===== src/rtl/cfgrf_pkg.sv =====
package cfgrf_pkg;

    localparam logic [7:0] KEY_IDX    = 8'h03;
    localparam logic [7:0] KEY_CODE   = 8'hC5;
    localparam logic [7:0] CACHE_IDX  = 8'h16;
    localparam logic [7:0] P92_IDX    = 8'h29;
    localparam logic [7:0] SMI_IDX    = 8'h35;
    localparam logic [7:0] HIDE_IDX   = 8'h20;
    localparam logic [7:0] HIDE_FLOOR = 8'hC0;
    localparam logic [7:0] SMI_BITS   = 8'h30;

    typedef enum logic {
        LK_LOCKED = 1'b0,
        LK_OPEN   = 1'b1
    } lock_state_e;

    // power-on contents
    function automatic logic [7:0] reset_value(input int unsigned i);
        logic [7:0] v;
        unique case (i)
            32'h01, 32'h02: v = 8'h0F;
            32'h10:         v = 8'hF1;
            32'h11:         v = 8'hFF;
            32'h15:         v = 8'h20;
            32'h16:         v = 8'h30;
            32'h19:         v = 8'h04;
            32'h21:         v = 8'h72;
            32'h28:         v = 8'h02;
            32'h2B:         v = 8'hDB;
            32'h3C:         v = 8'h03;
            32'h3D:         v = 8'h01;
            32'h40:         v = 8'h03;
            default:        v = 8'h00;
        endcase
        return v;
    endfunction

    // bits each register keeps on a write
    function automatic logic [7:0] write_mask(input int unsigned i);
        logic [7:0] m;
        unique case (i)
            32'h14, 32'h2B: m = 8'hBF;
            32'h15:         m = 8'hF1;
            32'h1E:         m = 8'h40;
            32'h22:         m = 8'hFD;
            32'h36:         m = 8'hE5;
            32'h37:         m = 8'hEF;
            32'h3D:         m = 8'h07;
            32'h40:         m = 8'h3F;
            default:        m = 8'hFF;
        endcase
        return m;
    endfunction

endpackage


===== src/rtl/cfgrf_port_decode.sv =====
module cfgrf_port_decode #(
    parameter int          AW         = 16,
    parameter logic [15:0] INDEX_PORT = 16'h0022,
    parameter logic [15:0] DATA_PORT  = 16'h0023
) (
    input  logic          io_wr,
    input  logic [AW-1:0] io_addr,
    output logic          idx_wr,
    output logic          data_wr,
    output logic          data_sel
);
    always_comb begin
        data_sel = (io_addr == AW'(DATA_PORT));
        idx_wr   = io_wr && (io_addr == AW'(INDEX_PORT));
        data_wr  = io_wr && data_sel;
    end
endmodule


===== src/rtl/cfgrf_index_reg.sv =====
module cfgrf_index_reg #(
    parameter int IDX_W = 8
) (
    input  logic             clk,
    input  logic             rst_n,
    input  logic             idx_wr,
    input  logic [7:0]       wdata,
    output logic [IDX_W-1:0] idx_q
);
    always_ff @(posedge clk or negedge rst_n) begin
        if (!rst_n)      idx_q <= '0;
        else if (idx_wr) idx_q <= wdata[IDX_W-1:0];
    end
endmodule


===== src/rtl/cfgrf_lock_fsm.sv =====
module cfgrf_lock_fsm
    import cfgrf_pkg::*;
#(
    parameter int IDX_W = 8
) (
    input  logic             clk,
    input  logic             rst_n,
    input  logic             data_wr,
    input  logic [IDX_W-1:0] idx,
    input  logic [7:0]       wdata,
    output logic             wr_accept,
    output logic             smi_pulse,
    output lock_state_e      state_q
);
    lock_state_e state_d;
    logic        key_hit;

    assign key_hit = data_wr && (idx == IDX_W'(KEY_IDX));

    // next-state logic
    always_comb begin
        state_d = state_q;
        unique case (state_q)
            LK_LOCKED: if (key_hit && wdata == KEY_CODE) state_d = LK_OPEN;   // UNLOCK
            LK_OPEN:   if (key_hit && wdata != KEY_CODE) state_d = LK_LOCKED; // RELOCK
            default:   state_d = LK_LOCKED;
        endcase
    end

    // state register
    always_ff @(posedge clk or negedge rst_n) begin
        if (!rst_n) state_q <= LK_LOCKED;
        else        state_q <= state_d;
    end

    // outputs
    always_comb begin
        wr_accept = key_hit || (data_wr && state_q == LK_OPEN);
    end

    always_ff @(posedge clk or negedge rst_n) begin
        if (!rst_n) smi_pulse <= 1'b0;
        else        smi_pulse <= wr_accept && (idx == IDX_W'(SMI_IDX)) &&
                                 ((wdata & SMI_BITS) != 8'h00);
    end
endmodule


===== src/rtl/cfgrf_store.sv =====
module cfgrf_store
    import cfgrf_pkg::*;
#(
    parameter int IDX_W = 8,
    localparam int NREG = 1 << IDX_W
) (
    input  logic             clk,
    input  logic             rst_n,
    input  logic             we,
    input  logic [IDX_W-1:0] idx,
    input  logic [7:0]       wdata,
    output logic [7:0]       regs [NREG]
);
    for (genvar g = 0; g < NREG; g++) begin : g_reg
        localparam logic [7:0] RST  = reset_value(g);
        localparam logic [7:0] MASK = write_mask(g);
        always_ff @(posedge clk or negedge rst_n) begin
            if (!rst_n)
                regs[g] <= RST;
            else if (we && idx == IDX_W'(g))
                regs[g] <= wdata & MASK;
        end
    end
endmodule


===== src/rtl/cfgrf_top.sv =====
module cfgrf_top
    import cfgrf_pkg::*;
#(
    parameter int          AW         = 16,
    parameter logic [15:0] INDEX_PORT = 16'h0022,
    parameter logic [15:0] DATA_PORT  = 16'h0023
) (
    input  logic          clk,
    input  logic          rst_n,
    input  logic          io_wr,
    input  logic [AW-1:0] io_addr,
    input  logic [7:0]    io_wdata,
    output logic [7:0]    io_rdata,
    input  logic          compat_mode,
    output logic          cache_int_en,
    output logic          cache_ext_en,
    output logic          port92_en,
    output logic          smi_req
);
    localparam int IDX_W = 8;
    localparam int NREG  = 1 << IDX_W;

    logic             idx_wr, data_wr, data_sel, wr_accept;
    logic [IDX_W-1:0] idx_q;
    logic [7:0]       regs [NREG];
    logic [7:0]       sel_val;
    logic [7:0]       key_q;
    logic             hidden;
    lock_state_e      lock_state;

    cfgrf_port_decode #(.AW(AW), .INDEX_PORT(INDEX_PORT), .DATA_PORT(DATA_PORT)) u_dec (
        .io_wr(io_wr), .io_addr(io_addr),
        .idx_wr(idx_wr), .data_wr(data_wr), .data_sel(data_sel)
    );

    cfgrf_index_reg #(.IDX_W(IDX_W)) u_idx (
        .clk(clk), .rst_n(rst_n), .idx_wr(idx_wr), .wdata(io_wdata), .idx_q(idx_q)
    );

    cfgrf_lock_fsm #(.IDX_W(IDX_W)) u_lock (
        .clk(clk), .rst_n(rst_n), .data_wr(data_wr), .idx(idx_q), .wdata(io_wdata),
        .wr_accept(wr_accept), .smi_pulse(smi_req), .state_q(lock_state)
    );

    cfgrf_store #(.IDX_W(IDX_W)) u_store (
        .clk(clk), .rst_n(rst_n), .we(wr_accept), .idx(idx_q),
        .wdata(io_wdata), .regs(regs)
    );

    always_comb begin
        sel_val      = regs[idx_q];
        key_q        = regs[KEY_IDX];
        hidden       = compat_mode && (idx_q == HIDE_IDX || idx_q >= HIDE_FLOOR);
        io_rdata     = (data_sel && !hidden) ? sel_val : 8'hFF;
        cache_int_en = regs[CACHE_IDX][0];
        cache_ext_en = regs[CACHE_IDX][1];
        port92_en    = regs[P92_IDX][4];
    end
endmodule


===== config.mk =====
export PLATFORM = sky130hd
export DESIGN_NAME = cfgrf_top
export DESIGN_NICKNAME = d
export VERILOG_FILES = /design/src/rtl/cfgrf_pkg.sv /design/src/rtl/cfgrf_port_decode.sv /design/src/rtl/cfgrf_index_reg.sv /design/src/rtl/cfgrf_lock_fsm.sv /design/src/rtl/cfgrf_store.sv /design/src/rtl/cfgrf_top.sv
export SDC_FILE = /design/constraint.sdc
export NUM_CORES = 2
export LEC_CHECK = 0
export CORE_UTILIZATION = 40
export CTS_CLUSTER_DIAMETER = 120
export DETAILED_ROUTE_END_ITERATION = 16
export GPL_TIMING_DRIVEN = 0
export PLACE_DENSITY_LB_ADDON = 0.12
export SLEW_MARGIN = 20
export SYNTH_ARGS = -nofsm -noshare
export SYNTH_HDL_FRONTEND = slang
export SYNTH_SLANG_ARGS = --single-unit

===== constraint.sdc =====
create_clock -name clk -period 5.3 [get_ports clk]
set_input_delay 0.795 -clock clk [delete_from_list [all_inputs] [get_ports clk]]
set_output_delay 0.795 -clock clk [all_outputs]
set_load 0.02 [all_outputs]

======== After elaboration in Yosys (flattened, before gate mapping) ========
Index checks and enable logic that the tools add are counted.
storage, ports and cells
  bits in registers ....................... 2035
  bits in latches ......................... 0
  memory bits (writable) .................. 0
  memory bits (read-only) ................. 0
  input bits .............................. 28
  output and inout bits ................... 12
  word-level logic and storage cells ...... 799
  memories ................................ 0
operators by class
  add/subtract/negate cells ............... 0
  multiply operators ...................... 0
  divide/modulo/power cells ............... 0
  order comparisons ....................... 2
  equal/unequal tests ..................... 259
  shift-type cells ........................ 0
  multiplexer cells ....................... 7
  bitwise logic cells ..................... 2
  reductions and logical operators ........ 270
operator list
  operator                                         count
  == test 8 bit (second input constant)            129
  == test 8 x 7 -> 1 bit (second input constant)   64
  logical AND 1 bit                                265
  == test 8 x 6 -> 1 bit (second input constant)   32
  == test 8 x 5 -> 1 bit (second input constant)   16
  binary-select mux 8 bit (select 8 bit)           1
  == test 8 x 4 -> 1 bit (second input constant)   8
  == test 16 x 6 -> 1 bit (second input constant)  2
  == test 8 x 3 -> 1 bit (second input constant)   4
  two-way mux 8 bit                                3
  == test 8 x 2 -> 1 bit (second input constant)   2
  >= comparator 9 bit (second input constant)      1
  NOT 8 -> 9 bit                                   1
  == test 8 x 1 -> 1 bit (second input constant)   1
  >= comparator 8 bit (second input constant)      1
  logical NOT 8 bit                                1
  inequality test 8 bit (second input constant)    1
  nonzero test 8 bit                               1
  logical OR 1 bit                                 2
  two-way mux 1 bit                                2
  case mux 1 bit (2 select lines)                  1
  logical NOT 1 bit                                1
  NOT 1 bit                                        1

======== Longest topological paths before layout ========
  word-level depth ........................ 6
  gate-level depth with buffers ........... 12
  depth with buffers taken out ............ 6

======== Hierarchy ========
From an unflattened synthesis, not the netlist that was laid out.
second synthesis, totals
  cell total of the unflattened synthesis .. 6110
  area total of the unflattened synthesis .. 95292.6 sq um
by module, submodules not included
  module             times used  cells each  area an instance (sq um)  seq. area each (sq um)
  cfgrf_store        1           4695        78041.1                   50724.9
  cfgrf_top          1           1373        16682.2                   0.0
  cfgrf_index_reg    1           17          331.6                     200.2
  cfgrf_lock_fsm     1           15          161.4                     50.0
  cfgrf_port_decode  1           10          76.3                      0.0

======== Worst setup path before layout ========
No wires, ideal clock.
  kind .................................... reg2out
  from .................................... register u_idx.idx_q[0]
  to ...................................... output port io_rdata[7]
  arrival ................................. 2.708 ns
  required time ........................... 4.505 ns
  path slack .............................. 1.797 ns
  cell stages (with the launch flop) ...... 11
  buffers on the path ..................... 4
  cells stage by stage .................... dfrtp_1 buf_2 buf_4 buf_2 buf_2 mux4_2 nand2_1 a21oi_1 a2111oi_0 o2111a_1 o2111ai_1
between the ends
  word-level cells in the longest chain between the ends .. 6
  elaborated cells on any way between the ends .. 11
  classes of those cells .................. 1 x order compare; 1 x eq/ne; 4 x mux; 1 x bitwise; 4 x reduce/logical
RTL lines
  element                                                 line                   source
  start: declaration                                      cfgrf_index_reg.sv:8   output logic [IDX_W-1:0] idx_q
  start signal: assignment                                cfgrf_index_reg.sv:12  else if (idx_wr) idx_q <= wdata[IDX_W-1:0];
  branches (longest 5 deep; another with NOT 8 -> 9 bit)  -
  two-way mux 8 bit *                                     cfgrf_top.sv:54        io_rdata = (data_sel && !hidden) ? sel_val : 8'hFF;
  end: declaration                                        cfgrf_top.sv:13        output logic [7:0] io_rdata,
Every way passes the cells marked *. The select of a mux whose other input is x is not followed.

======== Final worst setup path ========
  from .................................... register u_idx.idx_q[2]
  to ...................................... output port io_rdata[6]
The elaborated chain is that of the path after synthesis.

==> impl_metrics.toml <==
[run_status]
run_status = "complete, but fails checks"
violations = "setup timing"

[timing]
fin_skew_ns = 0.0434
setup_viol_count_final = 9
fin_crit_sh = 1.05
timing.final.ws_setup_ns = -0.290
period_minus_slack_ns = 5.59
relSlewSlack = 0.100
fmax_ghz = 0.179
worst_slew_pin_slew_ns = 1.35
slew_viol_final = 0
rsz0062_at_grt = "true"
holdWs_ns = 0.494
hold_viol_final = 0

[critical_path]
worstPathMaxFanout = 10
slowest_stage = "mux2i_4"
worstPathCellList = "buf_2 -> inv_2 -> buf_12 -> buf_12 -> buf_12 -> buf_16 -> buf_8 -> mux2i_4 -> o22ai_2 -> nor4_4 -> nand4_1 -> buf_4"
crit_path_start_kind = "flip-flop"
cp.arrival_ns = 4.80
worstSetupPathType = "flip-flop to output port"
end_kind = "output port"
cp_common_cell = "buf_12"
max_stage_delay_ns = 0.48
crit_required_ns = 4.51

[global_routing]
gr-usage-all-layers = 0.440
grt.overflow.total = 0
antenna_found_initial = 110
grt_pass1_wl_um = 665000
grt_pass1_vias = 63594
grt_max_degree = 144

[synthesis]
synthArstFlopShare = 1.00
yosysUniqueCellTypes = 69
synth.area.top_cells = "dfrtp_1 (53%), mux2_2 (24%), mux4_2 (12%)"
synth_top_area_frac = 0.534
yosysTopAreaCell = "dfrtp_1"
netlist_area_um2 = 93400
seq_area_frac_synth = 0.546
ys_warn_count = 0
ys_top_cells_by_count = "mux2_2 (2013), dfrtp_1 (1994), mux4_2 (512)"
netlist_instances = 5935
synth_flop_cell = "dfrtp_1"
syn_avg_cell_area_um2 = 15.7
synth_fp_nets = 5963
synth-seq-cells = 2035
synth-edff-count = 0
synth.most_common_cell = "mux2_2"

[floorplan]
core_area_um2 = 232000
dieArea_um2 = 235000
die_width_um = 485
chipHeight_um = 485
pin_count = 40
initial_core_util = 0.402
num_rows = 177

[pwr]
peakVddDrop_mv = 0.337
finalPower_w = 0.0332
p_seq_frac = 0.468
p_clk_frac = 0.497
p_comb_frac = 0.036
power.switching_w = 0.00814
p_leak_nw = 53.2
p_per_area_nw_per_um2 = 295
p_sw_frac = 0.245
internal_power_w = 0.0251

[clock_tree]
clock-sinks = 2035
cts_buffers = 226
htree_levels = 4
cts_tree = "yes"
clock_latency_ns = 0.94
cts_root_buf = "clkbuf_16"
cts.path.max_buffers = 3
clk_pin_slew_ns = 0.07

[layout]
final_nets = 6528
n_fill_cell = 20079
drive_gt1_frac = 0.568
syn2layout_area_growth_pct = 20.7

[placed_design]
dpl.hpwl_um = 357000
io_buffers = 31
globalplace.congestion = 1.07
dp_slack_ns = -2.63

[route]
first_iter_violations = 9153
vias = 66112
post_drt_wl_per_cell_um = 52.9
totalWireLength_um = 518000
vias_per_cell = 6.76
dr.pass1.iters = 6
ant_nets = 0
drc = 0

[worst_hold_path]
hp-class = "flip-flop to flip-flop"

[run]
maxCapViolations = 0
[worst max-delay path: cells and delay by family (launching register included)]
| kind | cells | cell delay, ns |
|---|---|---|
| muxes | 1 | 0.48 |
| and+or+nand+nor | 2 | 0.86 |
| buffers and inverters | 8 | 1.84 |
| DFF | 1 | 0.36 |
| AOI/OAI and AO/OA | 1 | 0.19 |
[power by group through the flow]
| stage | Combinational (W) | Clock, W | Sequential [W] |
|---|---|---|---|
| detailed placement | 0.00114 | 0 | 0.0158 |
| global placement | 0.000925 | 0 | 0.0159 |
| finish | 0.00118 | 0.0165 | 0.0155 |
| floorplan | 0.000184 | 0 | 0.0158 |
| CTS | 0.00115 | 0.0165 | 0.0155 |
| global route | 0.00119 | 0.0171 | 0.0155 |
[worst paths after layout]
check                                   start            endpoint  slack, ns  depth (start not counted)
max                            u_idx.idx_q[2]         io_rdata[6]      -0.29                         12
min                        u_store.regs[1702]  u_store.regs[1702]       0.49                          1
max reg2reg                    u_idx.idx_q[6]   u_store.regs[767]       0.01                          9
min reg2reg                u_store.regs[1702]  u_store.regs[1702]       0.49                          1
max in group asynchronous               rst_n   u_store.regs[719]       2.00                          6
min in group asynchronous               rst_n  u_store.regs[1423]       0.54                          2
[sequential cells by signal, summed over array words and instances, names as in the netlist, named ones only]
register          count
u_idx.idx_q           8
u_lock.smi_pulse      1
u_store.regs       2025
[routing by layer]
layer / global-route usage / routed length (um) / vias up
met5: 0 / 457 / -
met4: 0.344 / 49800 / 48
met3: 0.174 / 62900 / 1520
met2: 0.601 / 210000 / 4788
met1: 0.553 / 194000 / 36224
li1: - / - / 23532
[stage by stage]
stage / cell area, um2 / instances / util / setup TNS (ns)
floorplan: 93400 / 5935 / - / 0
global placement: 97500 / 9009 / 0.420 / -
detailed placement: 99800 / 9096 / 0.430 / -69.03
CTS: 112000 / 9695 / 0.483 / -0.345
global route: 113000 / 9737 / 0.485 / -0.390
finish: 113000 / 9777 / 0.485 / -1.23
[final cells by class]
type	instances	area, um2	area share
Sequential cell	2035	51000	0.452
Multi-Input combinational cell	3435	41300	0.367
Clock buffer	347	6670	0.0592
Timing Repair Buffer	340	4610	0.0409
Buffer	456	4240	0.0376
Tap cell	3043	3810	0.0338
Clock inverter	71	987	0.00875
Antenna cell	44	110	0.000976
Inverter	6	30.0	0.000266
[cells in the final DEF, fill, tap and decap left out, types with 10 or more instances in the layout]
| cell | instances |
|---|---|
| clkdlybuf4s50_1 | 22 |
| clkbuf_1 | 231 |
| a211oi_1 | 12 |
| mux2i_1 | 59 |
| a22oi_1 | 33 |
| mux2i_2 | 10 |
| clkinv_2 | 36 |
| clkbuf_2 | 111 |
| nor4_4 | 10 |
| nor2b_1 | 14 |
| nand3_1 | 16 |
| o22ai_1 | 25 |
| buf_6 | 25 |
| mux2_2 | 2013 |
| nor2_2 | 57 |
| or3_1 | 10 |
| clkbuf_16 | 231 |
| buf_2 | 31 |
| clkbuf_4 | 15 |
| mux2_1 | 30 |
| dfstp_2 | 41 |
| mux4_2 | 512 |
| nor2_1 | 41 |
| nor3_4 | 22 |
| o21ai_0 | 10 |
| a22oi_2 | 20 |
| buf_4 | 188 |
| nand2_2 | 35 |
| a31oi_1 | 10 |
| mux2i_4 | 18 |
| nand2_1 | 222 |
| bufinv_16 | 15 |
| diode_2 | 44 |
| o22ai_2 | 13 |
| clkbuf_8 | 60 |
| dfrtp_1 | 1993 |
| a21oi_1 | 23 |
| buf_12 | 101 |
| buf_16 | 114 |
| nor2_4 | 29 |
[repair_timing]
action	CTS	global route
gates resized for setup	654	42
hold endpoints to repair	109	0
buffers inserted	182	38
hold buffers	1	0
setup endpoints to repair	8	8
pin swaps	28	16
cloned	1	0
[logic make-up after synthesis]
logic type | share of synthesized area
muxes | 0.379
buffers and inverters | 0.0222
DFF | 0.546
AOI/OAI and AO/OA | 0.0193
and+or+nand+nor | 0.0335
Power figures use the tool's default switching activity.
